### config.mk
export PLATFORM = sky130hd
export DESIGN_NAME = rx_gearbox
export DESIGN_NICKNAME = d
export VERILOG_FILES = /design/src/rtl/rx_gbx_pkg.sv /design/src/rtl/rx_gbx_slip_guard.sv /design/src/rtl/rx_gbx_bitbuf.sv /design/src/rtl/rx_gearbox.sv
export SDC_FILE = /design/constraint.sdc
export NUM_CORES = 1
export LEC_CHECK = 0
export BUFFER_PORTS_ARGS = -buffer_cell sky130_fd_sc_hd__buf_2
export CAP_MARGIN = 20
export CORE_ASPECT_RATIO = 1.75
export CORE_MARGIN = 8
export CORE_UTILIZATION = 50
export DETAILED_ROUTE_END_ITERATION = 10
export GPL_ROUTABILITY_DRIVEN = 0
export MAX_ROUTING_LAYER = met4
export PLACE_DENSITY = 0.66
export SLEW_MARGIN = 20
export SYNTH_ARGS = -nofsm -noshare
export SYNTH_HDL_FRONTEND = slang
export SYNTH_SLANG_ARGS = --single-unit
### constraint.sdc
create_clock -name clk -period 6.9 [get_ports clk]
set_input_delay 0 -clock clk [delete_from_list [all_inputs] [get_ports clk]]
set_output_delay 0 -clock clk [all_outputs]
set_load 0.005 [all_outputs]
### src/rtl/rx_gbx_pkg.sv
package rx_gbx_pkg;
    localparam int HDR_MAX = 3;

    function automatic logic [1:0] hdr_len(input logic m67);
        return m67 ? 2'd3 : 2'd2;
    endfunction
endpackage

### src/rtl/rx_gbx_slip_guard.sv
module rx_gbx_slip_guard #(
    parameter int HOLD = 32
) (
    input  logic clk,
    input  logic rst,
    input  logic req,
    output logic drop
);
    localparam int CW = $clog2(HOLD + 1);

    logic [CW-1:0] cnt_d, cnt_q;

    always_comb begin
        drop  = req && (cnt_q == '0);
        cnt_d = cnt_q;
        if (drop)
            cnt_d = CW'(HOLD);
        else if (cnt_q != '0)
            cnt_d = cnt_q - 1'b1;
    end

    always_ff @(posedge clk) begin
        if (rst) cnt_q <= '0;
        else     cnt_q <= cnt_d;
    end
endmodule

### src/rtl/rx_gbx_bitbuf.sv
module rx_gbx_bitbuf #(
    parameter int W     = 32,
    parameter int BUF_W = 2 * W + 3,
    parameter int CW    = $clog2(BUF_W + 1)
) (
    input  logic          clk,
    input  logic          rst,
    input  logic [W-1:0]  word,
    input  logic          drop,
    input  logic          take_en,
    input  logic          take_hdr,
    input  logic [1:0]    hlen,
    output logic [CW-1:0] avail,
    output logic [W+2:0]  window
);
    typedef struct packed {
        logic [BUF_W-1:0] bits;
        logic [CW-1:0]    fill;
    } buf_t;

    buf_t             cur_q, nxt_d;
    logic [BUF_W-1:0] merged;
    logic [BUF_W-1:0] shifted;
    logic [CW-1:0]    consumed;

    always_comb begin
        merged   = cur_q.bits | ({{(BUF_W-W){1'b0}}, word} << cur_q.fill);
        shifted  = merged >> drop;
        avail    = cur_q.fill + CW'(W) - CW'(drop);
        window   = shifted[W+2:0];
        consumed = '0;
        if (take_en)
            consumed = take_hdr ? CW'(W) + CW'(hlen) : CW'(W);
        nxt_d.bits = shifted >> consumed;
        nxt_d.fill = avail - consumed;
    end

    always_ff @(posedge clk) begin
        if (rst) cur_q <= '0;
        else     cur_q <= nxt_d;
    end

    // room for one more word is always left
    a_r10_no_overflow: assert property (@(posedge clk) disable iff (rst)
        cur_q.fill <= CW'(BUF_W - W));
endmodule

### src/rtl/rx_gearbox.sv
module rx_gearbox
    import rx_gbx_pkg::*;
#(
    parameter int USER_BYTES = 4,
    parameter int SLIP_HOLD  = 32
) (
    input  logic                    clk,
    input  logic                    rst,
    input  logic                    mode67,
    input  logic [USER_BYTES*8-1:0] rx_word,
    input  logic                    slip_req,
    output logic [USER_BYTES*8-1:0] rx_data,
    output logic [HDR_MAX-1:0]      rx_hdr,
    output logic                    rx_data_vld,
    output logic                    rx_hdr_vld
);
    localparam int W     = USER_BYTES * 8;
    localparam int BEATS = 64 / W;
    localparam int BW    = (BEATS > 1) ? $clog2(BEATS) : 1;
    localparam int BUF_W = 2 * W + HDR_MAX;
    localparam int CW    = $clog2(BUF_W + 1);

    initial begin
        a_r1_width_legal: assert (USER_BYTES == 2 || USER_BYTES == 4 || USER_BYTES == 8);
    end

    typedef struct packed {
        logic [W-1:0]         data;
        logic [HDR_MAX-1:0]   hdr;
        logic                 dv;
        logic                 hv;
        logic [BW-1:0]        beat;
    } st_t;

    st_t           st_d, st_q;
    logic          drop;
    logic [1:0]    hlen;
    logic [CW-1:0] avail;
    logic [CW-1:0] need;
    logic [W+2:0]  window;
    logic          first;
    logic          go;

    rx_gbx_slip_guard #(.HOLD(SLIP_HOLD)) u_slip (
        .clk  (clk),
        .rst  (rst),
        .req  (slip_req),
        .drop (drop)
    );

    rx_gbx_bitbuf #(.W(W), .BUF_W(BUF_W), .CW(CW)) u_buf (
        .clk      (clk),
        .rst      (rst),
        .word     (rx_word),
        .drop     (drop),
        .take_en  (go),
        .take_hdr (first),
        .hlen     (hlen),
        .avail    (avail),
        .window   (window)
    );

    always_comb begin
        hlen  = hdr_len(mode67);
        first = (st_q.beat == '0);
        need  = CW'(W) + (first ? CW'(hlen) : CW'(0));
        go    = (avail >= need);

        st_d    = st_q;
        st_d.dv = go;
        st_d.hv = go && first;
        if (go) begin
            if (first) begin
                st_d.data = window[hlen +: W];
                st_d.hdr  = {mode67 & window[2], window[1:0]};
            end else begin
                st_d.data = window[W-1:0];
            end
            st_d.beat = (st_q.beat == BW'(BEATS - 1)) ? '0 : st_q.beat + 1'b1;
        end
    end

    always_ff @(posedge clk) begin
        if (rst) st_q <= '0;
        else     st_q <= st_d;
    end

    assign rx_data     = st_q.data;
    assign rx_hdr      = st_q.hdr;
    assign rx_data_vld = st_q.dv;
    assign rx_hdr_vld  = st_q.hv;

    // header strobe never without a data beat
    a_r4_hdr_with_data: assert property (@(posedge clk) disable iff (rst)
        rx_hdr_vld |-> rx_data_vld);

    // header field only moves on a header-valid beat
    a_r4_hdr_hold: assert property (@(posedge clk) disable iff (rst)
        !rx_hdr_vld |-> $stable(rx_hdr));

    // third header bit stays clear in 2-bit framing
    a_r3_hdr66_top_clear: assert property (@(posedge clk) disable iff (rst)
        !mode67 |-> (rx_hdr[2] == 1'b0));

    // two accepted slips are never back to back
    a_r8_slip_spaced: assert property (@(posedge clk) disable iff (rst)
        drop |=> !drop);

    // strobes low in the cycle after a reset edge
    a_r9_reset_idle: assert property (@(posedge clk)
        rst |=> (!rx_data_vld && !rx_hdr_vld));
endmodule

==> metrics.md <==
| Metric | Value |
|---|---|
| Crit Path Max Fanout | 6 |
| Fmax achieved | around 180 MHz |
| Antenna violations before repair | 0 |
| ANT nets after route | 0 |
| # DRC | 1 |
| Hold-fix buffers, CTS | 1 |
| Most frequent cells in the layout | 116 x dfxtp_1, 83 x nor2_1, 72 x buf_2 |
| Crit-path max cell delay | 0.64 ns |
| Final period util | 0.8022 |
| Asr flop ratio synth | 0 |
| Final Hold Vio Count | 0 |
| Leading cell type in the layout, fill and taps excluded | dfxtp_1 |
| Final instance area | 10,250 um2 |
| Post-Syn Area | ~9500 um2 |
| Die Span X | between 100 and 150 um |
| Ranking of synthesized cells by area | dfxtp_1 25%, mux4_2 8.6%, mux2i_1 6.0%, a21oi_1 3.5%, nor2_1 3.3% |
| Proportion of netlist area held by the largest area contributor | 0.2496 |
| Clock Sinks | roughly 120 |
| Clk_lat worst skew | 0.43 ns |
| Share of layout cells above drive strength 1 | 0.1895 |
| Register area share after synthesis | 0.2496 |
| CP Cell Sequence | inv_1 > ha_1 > nor3b_1 > nand3_4 > inv_1 > ha_1 > inv_1 > ha_1 > fa_1 > a21o_1 > a21oi_1 > xnor2_1 > a21boi_0 > o21ai_0 > inv_1 > ha_1 > inv_1 > fa_1 > or3_1 > nand3b_1 > a21oi_1 |
| Initial core utilization | 0.5094 |
| Setup Skew | 0.008152 ns |
| Die Span Y | just under 200 um |
| Cell accounting for the most synthesized area | dfxtp_1 |
| Placed Area | 9658 um2 |
| Unrepaired setup endpoints after global routing | no |
| Kind of critical path | reg -> reg |
| Fillers | 1,766 |
| Number of global-route vias before repair | 9,795 |
| Post-DP HPWL | 27,290 um |
| EDFF count, synth | 0 |
| GRT Util Overall | 0.3341 |
| Post-synthesis net count | 1,163 |
| CP bufs+invs | 5 |
| Vias | roughly 10,000 |
| # H-tree levels | 4 |
| Slew @ Worst Pin | between 1 and 1.5 ns |
| Clock transition at path regs | ~0.06 ns |
| FF+latch count, synth | ~120 |
| Largest net degree at the start of global routing | between 50 and 60 |
| First-pass GRT wire length | 58,860 um |
| First-pass DRT Iterations | 9 |
| Placed Instances | 1,324 |
| Unique masters post-synth | just over 90 |
| CTS tree | yes |
| Antenna Cells | 0 |
| Final setup vio count | 0 |
| Critical path endpoint category | flip-flop |
| Max Cap Viol | 0 |
| CTS buffer count | 17 |
| Clock root buffer | clkbuf_16 |
| Hold crit path type | in -> reg |
| Total congestion overflow | 0 |
| Yosys warnings | 0 |
| Startpoint class of the critical path | flip-flop |
| WP data required | approximately 7.2 ns |
| Post-CTS Setup Bufs | 0 |
| Non-Filler Instances | between 1,000 and 1,500 |
| Setup TNS | 0 ns |
| # resized after CTS | 0 |
| Routed len/inst | 28.90 um |
| Cell mode on critical path | inv_1 |
| WP data arrival | roughly 5.9 ns |
| Total Wirelength | roughly 39,000 um |
| Die area | between 20,000 and 25,000 um2 |
| Clock Path Buffers | 2 |
| Nets | 1,156 |
| Mean post-synth cell area | between 8 and 9 um2 |
| # rows | 66 |
| IO Pins | between 70 and 80 |
| CP top delay family | compound AO/OA/AOI/OAI gates |
| Area Overhead vs Synth | 8.314% |
| CORE AREA | 18,580 um2 |
| # port buffers | slightly above 70 |
| Slowest stage cell, crit path | a21boi_0 |
| Synth Flop Type | dfxtp_1 |
| DR vias/cell | approximately 7.5 |
| Status | finished, violations left |
| Worst slew margin | 0.1473 |
| Failing checks | design-rule violations |
| Initial DRC count | ~1,700 |
| Final min period | between 5 and 6 ns |
| Fin. max-slew vios | 0 |
| Mapped Cells | roughly 1,100 |
## cells in the mapped netlist (8+ instances only)
library cell    n
buf_1           8
buf_4          38
mux4_2         36
a211oi_1       32
a32oi_1        17
o221ai_1       22
a311oi_1        9
clkbuf_1       64
nand2_1        68
mux2i_1        57
o211ai_1       11
or3_1           9
a22oi_1        30
and3_1          8
nand3_1        31
a2bb2oi_1       8
mux2_2         17
o22ai_1        26
a31oi_1        23
nand2b_1       10
nor2_1         84
a221oi_1       12
nand4_1        11
dfxtp_1       118
a22o_1          8
o21ai_1         8
ha_1           12
buf_2           8
o21ai_0        36
inv_1          19
nor3_1         25
a21oi_1        66
a21o_1         14
and2_1         27
## logic make-up (layout without fill, tap and decap cells)
group                      Yosys count  in the layout  share of synthesized area
AOI/OAI and AO/OA                  397            397                     0.3048
and+or+nand+nor                    315            315                     0.1673
buffers and inverters              148            154                    0.08090
DFF                                118            118                     0.2496
muxes                              112            112                     0.1689
adders and majority gates           14             14                    0.02009
xor gates and xnor gates             9              9                   0.008328
## cell type report
| type | count | area, um2 | share of cell area |
|---|---|---|---|
| clock inverter | 9 | 100.1 | 0.009763 |
| tap | 238 | 297.8 | 0.02905 |
| clock buffer | 23 | 478.0 | 0.04662 |
| multi-input combinational | 847 | 6364 | 0.6207 |
| sequential | 118 | 2365 | 0.2307 |
| timing repair buffer | 98 | 558.0 | 0.05443 |
| inverter | 24 | 90.09 | 0.008787 |
## worst register-to-register path, cell delays in order, from the launching register on
cell and delay [ns]:
dfxtp_1 0.33, inv_1 0.09, ha_1 0.18, nor3b_1 0.36
nand3_4 0.13, inv_1 0.10, ha_1 0.19, inv_1 0.05
ha_1 0.20, fa_1 0.40, a21o_1 0.20, a21oi_1 0.17
xnor2_1 0.24, a21boi_0 0.64, o21ai_0 0.49, inv_1 0.24
ha_1 0.17, inv_1 0.07, fa_1 0.44, or3_1 0.42
nand3b_1 0.18, a21oi_1 0.17
## registers in the layout, summed over array words and instances (netlist names)
register      flops
rx_data          32
rx_data_vld       1
rx_hdr            3
rx_hdr_vld        1
st_q              1
u_buf.cur_q      74
u_slip.cnt_q      6
## per-layer routing
metal / up-vias / part of all wire / track usage
met5: - / 0 / -
met4: 0 / 0.065 / 0.2079
met3: 200 / 0.11 / 0.07330
met2: 861 / 0.47 / 0.5318
met1: 4759 / 0.36 / 0.3751
li1: 4326 / - / -
## final timing paths
check	slack, ns	end	depth (start not counted)	from
hold reg to reg	0.45	rx_data[19]	2	rx_data[19]
hold / removal	0.17	rx_data[27]	4	mode67
setup / recovery	1.36	u_buf.cur_q[6]	21	u_slip.cnt_q[0]
setup reg to reg	1.36	u_buf.cur_q[6]	21	u_slip.cnt_q[0]
## through the flow
stage / utilization / setup WS [ns] / hold WS [ns]
4_1_cts: 0.5514 / 1.405 / 0.1534
5_1_grt: 0.5518 / 1.033 / 0.1834
3_5_place_dp: 0.5198 / 1.424 / 0.3795
6_report: 0.5518 / 1.365 / 0.1697
3_3_place_gp: 0.5198 / 1.707 / 0.3806
2_1_floorplan: - / 1.893 / 0.2080
Power is not shown: default switching activity piles up to over one toggle a cycle in this logic, so the estimate is an artifact.
